--- src/rtl/blm_pkg.sv ---
package blm_pkg;

  // Fold an address into a data-width byte pattern: XOR of all
  // data-width slices of the address, then XOR with a seed.
  function automatic logic [31:0] fold_pattern(input logic [31:0] a,
                                               input int aw,
                                               input int dw,
                                               input logic [31:0] seed);
    logic [31:0] acc;
    acc = seed;
    for (int s = 0; s < aw; s += dw) begin
      acc = acc ^ (a >> s);
    end
    return acc;
  endfunction

  // True when addr continues a run from prev; no wrap at the top.
  function automatic logic next_in_run(input logic [31:0] prev,
                                       input logic have_prev,
                                       input logic [31:0] addr);
    logic [32:0] succ;
    succ = {1'b0, prev} + 33'd1;
    return have_prev && (succ == {1'b0, addr});
  endfunction

  // Delay charged for a read given its run status.
  function automatic int charge_for(input logic seq,
                                    input int first_lat,
                                    input int stream_lat);
    return seq ? stream_lat : first_lat;
  endfunction

endpackage

--- src/rtl/blm_seq_track.sv ---
module blm_seq_track #(
  parameter int ADDR_W = 10
) (
  input  logic              clk,
  input  logic              rst_n,
  input  logic              accept,
  input  logic [ADDR_W-1:0] addr,
  output logic              is_seq
);
  import blm_pkg::*;

  logic [ADDR_W-1:0] prev_addr;
  logic              have_prev;

  always_comb begin
    is_seq = next_in_run(32'(prev_addr), have_prev, 32'(addr));
  end

  always_ff @(posedge clk) begin
    if (!rst_n) begin
      prev_addr <= '0;
      have_prev <= 1'b0;
    end else if (accept) begin
      prev_addr <= addr;
      have_prev <= 1'b1;
    end
  end
endmodule

--- src/rtl/blm_delay_timer.sv ---
module blm_delay_timer #(
  parameter int LAT_W = 4
) (
  input  logic             clk,
  input  logic             rst_n,
  input  logic             accept,
  input  logic [LAT_W-1:0] load_val,
  output logic             busy,
  output logic             finish,
  output logic             done
);
  logic [LAT_W-1:0] remain;

  // finish marks the edge on which the response is produced
  always_comb begin
    finish = busy && (remain == LAT_W'(1));
  end

  always_ff @(posedge clk) begin
    if (!rst_n) begin
      remain <= '0;
      busy   <= 1'b0;
      done   <= 1'b0;
    end else begin
      done <= 1'b0;
      if (accept) begin
        remain <= load_val;
        busy   <= 1'b1;
      end else if (finish) begin
        busy <= 1'b0;
        done <= 1'b1;
      end else if (busy) begin
        remain <= remain - LAT_W'(1);
      end
    end
  end
endmodule

--- src/rtl/blm_delay_total.sv ---
module blm_delay_total #(
  parameter int LAT_W = 4,
  parameter int CNT_W = 32
) (
  input  logic             clk,
  input  logic             rst_n,
  input  logic             accept,
  input  logic [LAT_W-1:0] charge,
  output logic [CNT_W-1:0] total
);
  always_ff @(posedge clk) begin
    if (!rst_n) begin
      total <= '0;
    end else if (accept) begin
      total <= total + CNT_W'(charge);
    end
  end
endmodule

--- src/rtl/burst_latency_mem.sv ---
module burst_latency_mem #(
  parameter int ADDR_W     = 10,
  parameter int DATA_W     = 8,
  parameter int FIRST_LAT  = 10,
  parameter int STREAM_LAT = 2,
  parameter int CNT_W      = 32,
  parameter int PAT_SEED   = 8'hA5
) (
  input  logic              clk,
  input  logic              rst_n,
  input  logic              req,
  input  logic [ADDR_W-1:0] addr,
  output logic              rvalid,
  output logic [DATA_W-1:0] rdata,
  output logic              busy,
  output logic [CNT_W-1:0]  total_delay
);
  import blm_pkg::*;

  localparam int MAX_LAT = (FIRST_LAT > STREAM_LAT) ? FIRST_LAT : STREAM_LAT;
  localparam int LAT_W   = $clog2(MAX_LAT + 1);

  logic              accept;
  logic              is_seq;
  logic [LAT_W-1:0]  charge;
  logic              finish;
  logic [ADDR_W-1:0] held_addr;

  always_comb begin
    accept = req && !busy;
    charge = LAT_W'(charge_for(is_seq, FIRST_LAT, STREAM_LAT));
  end

  blm_seq_track #(.ADDR_W(ADDR_W)) u_seq (
    .clk    (clk),
    .rst_n  (rst_n),
    .accept (accept),
    .addr   (addr),
    .is_seq (is_seq)
  );

  blm_delay_timer #(.LAT_W(LAT_W)) u_timer (
    .clk      (clk),
    .rst_n    (rst_n),
    .accept   (accept),
    .load_val (charge),
    .busy     (busy),
    .finish   (finish),
    .done     (rvalid)
  );

  blm_delay_total #(.LAT_W(LAT_W), .CNT_W(CNT_W)) u_total (
    .clk    (clk),
    .rst_n  (rst_n),
    .accept (accept),
    .charge (charge),
    .total  (total_delay)
  );

  always_ff @(posedge clk) begin
    if (!rst_n) begin
      held_addr <= '0;
      rdata     <= '0;
    end else begin
      if (accept) held_addr <= addr;
      if (finish) rdata <= DATA_W'(fold_pattern(32'(held_addr), ADDR_W, DATA_W,
                                                32'(PAT_SEED)));
    end
  end
endmodule

--- config.mk ---
export PLATFORM = sky130hd
export DESIGN_NAME = burst_latency_mem
export DESIGN_NICKNAME = d
export VERILOG_FILES = /design/src/rtl/blm_pkg.sv /design/src/rtl/blm_seq_track.sv /design/src/rtl/blm_delay_timer.sv /design/src/rtl/blm_delay_total.sv /design/src/rtl/burst_latency_mem.sv
export SDC_FILE = /design/constraint.sdc
export NUM_CORES = 1
export LEC_CHECK = 0
export ABC_AREA = 1
export BUFFER_PORTS_ARGS = -buffer_cell sky130_fd_sc_hd__buf_2
export CAP_MARGIN = 20
export CORE_MARGIN = 2
export CORE_UTILIZATION = 45
export CTS_CLUSTER_SIZE = 25
export DETAILED_ROUTE_END_ITERATION = 10
export GPL_TIMING_DRIVEN = 0
export PLACE_DENSITY = 0.73
export SYNTH_ARGS = -nofsm -noshare
export SYNTH_HDL_FRONTEND = slang
export SYNTH_SLANG_ARGS = --single-unit
--- constraint.sdc ---
create_clock -name clk -period 3.3 [get_ports clk]
set_clock_uncertainty 0.05 [all_clocks]
set_input_delay 0.495 -clock clk [delete_from_list [all_inputs] [get_ports clk]]
set_output_delay 0.495 -clock clk [all_outputs]
set_load 0.02 [all_outputs]
==> flow_metrics.py <==
metrics = {
    "pwr": {
        "switchingPower_mw": 0.4023,
        "irDropWorstVdd_mv": 0.1918,
        "power.total_mw": 1.411,
        "p_int_mw": 1.008,
        "combPwrFrac_pct": 14.6,
        "switching_share_pct": 28.52,
        "p_clk_share_pct": 33.6,
        "p_leak_nw": 1.623,
        "power.share.sequential_pct": 51.8,
        "pwr_density_cell_nw_per_um2": 389.7,
    },
    "detailed_routing": {
        "dr_total_vias": 3026,
        "drt_pre_antenna_iters": 4,
        "dr.first_iter.drc_count": 162,
        "wire_per_inst_um": 13.28,
        "wl_um": 7625,
        "drc": 0,
        "post_drt_via_cell_ratio": 5.272,
        "remaining_antenna_violation_count_after_routing": 0,
    },
    "final_layout": {
        "fin_nets": 514,
        "antenna_diode_count": 0,
        "final_layout_size_suffix_gt1_share_pct": 22.74,
        "final_cell_area_um2": 3620,
        "finalCoreUtilization_pct": 56.36,
        "multi_input_area_um2": 1719,
        "layout_commonest_cell": "nand2_1",
        "layout.cells.most_common_list": "nand2_1, buf_2, dfxtp_1",
        "area_growth_pct": 19.84,
        "register_area_um2": 1129,
        "number_of_fillers_in_the_final_layout": 616,
    },
    "run_status": {
        "run_status": "complete, no violations",
    },
    "synthesis": {
        "syn-cell-area_um2": 3020,
        "netlist.area_leader.share_pct": 37.12,
        "synth.ff_latch_count": 56,
        "cells_after_synth": 429,
        "synthesis.nets": 447,
        "synthTopCellsByArea": "dfxtp_1, nand2_1, nor2_1, a21oi_1, inv_1",
        "sequential_cell_area_fraction_in_the_yosys_report_pct": 37.12,
        "netlist.top_cell.by_area": "dfxtp_1",
        "netlist-cell-type-count": 40,
        "synthesis.yosys.warnings": 0,
        "syn_area_per_cell_um2": 7.041,
    },
    "timing": {
        "post-route-min-period_ns": 3.075,
        "max-slew-margin-rel_pct": 58.75,
        "fmax_mhz": 325.2,
        "setup-tns-final_ns": 0,
        "final-setup-viol-count": 0,
        "slack_of_the_critical_path_ns": 0.2249,
        "fin_hold_viols": 0,
        "actual_transition_at_the_worst_max_transition_pin_ns": 0.6188,
        "timing.final.crit_share_pct": 93.18,
        "number_of_max_slew_violations_in_the_final_report": 0,
        "grt_setup_unrepaired": "no",
    },
    "global_routing": {
        "number_of_global_route_vias_before_repair": 2739,
        "globalRouteOverflowTotal": 0,
        "global_route.usage.total_pct": 20.67,
        "grt_first_pass_wirelength_um": 12390,
        "grt_start_max_net_pins": 19,
        "antenna_found_initial": 0,
    },
    "clock_tree": {
        "cts_tree": "yes",
        "cts_root_buffer": "clkbuf_8",
        "clk_path_buf_depth": 2,
        "cts-hold-fix-buffers": 0,
        "htree_num_levels": 2,
        "clk_transition_reported_paths_ns": 0.11,
        "number_of_buffers_created_by_cts": 5,
        "later_pin_clock_latency_in_the_skew_report_ns": 0.32,
        "cts.sinks": 56,
    },
    "placed_design": {
        "finalWeightedCongestion": 0.8829,
        "pre_cts_setup_slack_ns": 0.03778,
        "dp_hpwl_um": 5686,
        "port_buffers": 53,
        "placedInstanceArea_um2": 3382,
    },
    "critical_path": {
        "maximum_fanout_encountered_on_the_critical_timing_path": 8,
        "critPathTopFamily": "simple AND/OR/NAND/NOR gates",
        "max_stage_delay_ns": 0.51,
        "crit_path_top_delay_cell": "dfxtp_1",
        "timing.setup.critical_path_class": "flop to flop",
        "startpoint_type": "flop",
        "critical_path_arrival_ns": 3.22,
        "worstPathBufferInverterCount": 1,
        "critical_path.endpoint_type": "flop",
        "worstPathRequired_ns": 3.45,
        "path_cells": "nand3_2 -> nand2_1 -> inv_1 -> a211oi_2 -> nand2_1 -> nor3_2 -> nand3_2 -> ha_4 -> nand3_1 -> nand2_1 -> nand2_2 -> nor2_4 -> nand2_2 -> nor2_8 -> nand2_2 -> nor2_2 -> xor2_1 -> nor2_1",
    },
    "floorplanning": {
        "initial_utilization_pct": 47.03,
        "dieArea_um2": 7383,
        "die-height_um": 85.93,
        "io_pins": 55,
        "placeableCoreArea_um2": 6422,
        "die_w_um": 85.93,
        "rows": 29,
    },
    "worst_hold_path": {
        "min-delay-path-class": "primary input to flop",
    },
    "flow_run": {
        "maxCapViolations": 0,
    },
}
per-layer routing:
layer / vias up / share of wire (%) / global-route usage (%)
met1: 1403 / 45 / 27.22
met2: 91 / 48 / 34.60
met5: - / 0 / 0
met3: 10 / 5.9 / 3.272
li1: 1522 / - / -
met4: 0 / 1.1 / 6.638
cell type report:
cell class	count	share of cell area (%)
repair buffers	60	8.780
flip-flops and latches	56	31.18
multi-input cells	310	47.49
clock buffers	5	1.901
clock inverters	3	1.314
plain buffers	10	1.175
inverters	53	5.496
well taps	77	2.662
power groups by stage:
stage | Combinational (mW) | Clock (mW) | Sequential [mW]
finish | 0.207 | 0.474 | 0.731
CTS | 0.195 | 0.479 | 0.730
global route | 0.233 | 0.501 | 0.735
global placement | 0.189 | 0 | 0.745
detailed placement | 0.194 | 0 | 0.745
floorplan | 0.130 | 0 | 0.751
Yosys cell counts, drive strengths merged:
library cell / n
nand2: 91
nor2: 57
dfxtp: 56
inv: 53
a21oi: 37
o21ai: 34
nand3: 29
nor3: 12
xor2: 11
xnor2: 9
clkbuf: 6
ha: 5
nor3b: 5
a211oi: 4
buf: 4
nand4: 3
nor4: 3
or2: 2
a221oi: 1
a22oi: 1
a31oi: 1
conb: 1
nand3b: 1
o21a: 1
o21bai: 1
o22ai: 1
final timing paths:
kind                                   start                              end  slack, ns  cells after the start
max          u_seq.prev_addr[2]$_SDFFE_PN0P_   u_total.total[26]$_SDFFE_PN0P_       0.22                     18
min                                  addr[3]  u_seq.prev_addr[3]$_SDFFE_PN0P_       0.41                      3
max reg2reg  u_seq.prev_addr[2]$_SDFFE_PN0P_   u_total.total[26]$_SDFFE_PN0P_       0.22                     18
min reg2reg            rdata[3]$_SDFFE_PN0P_            rdata[3]$_SDFFE_PN0P_       0.42                      2
through the flow:
stage	hold WS, ns	std cells
after detailed placement	0.4015	559
after global routing	0.4242	574
final	0.4115	574
after global placement	0.3982	559
after floorplan	0.3856	429
after CTS	0.4018	567
registers in the layout, summed over array words and instances (netlist names):
| signal | flops |
|---|---|
| u_timer.done | 1 |
| u_timer.busy | 1 |
| u_total.total | 31 |
| rdata | 8 |
| u_timer.remain | 4 |
| u_seq.prev_addr | 10 |
| u_seq.have_prev | 1 |
cell families after synthesis:
| logic type | count (synthesis) | share of synthesized area [%] |
|---|---|---|
| simple gates | 203 | 32.68 |
| compound gates | 81 | 14.21 |
| buf+inv | 63 | 7.995 |
| flops | 56 | 37.12 |
| xor+xnor | 20 | 5.800 |
| fa+ha+maj | 5 | 2.071 |
| other cells | 1 | 0.1242 |
worst register-to-register path: stages (launching register included):
cell and delay (ns):
dfxtp_1 0.51, nand3_2 0.21, nand2_1 0.12, inv_1 0.07
a211oi_2 0.21, nand2_1 0.10, nor3_2 0.19, nand3_2 0.12
ha_4 0.30, nand3_1 0.08, nand2_1 0.11, nand2_2 0.09
nor2_4 0.11, nand2_2 0.09, nor2_8 0.20, nand2_2 0.10
nor2_2 0.11, xor2_1 0.16, nor2_1 0.05
what timing repair did:
item | 4_1_cts | 5_1_grt
setup endpoints to repair | 0 | 20
setup buffers | 0 | 7
gates resized for setup | 0 | 17
(Power assumes the default switching activity.)
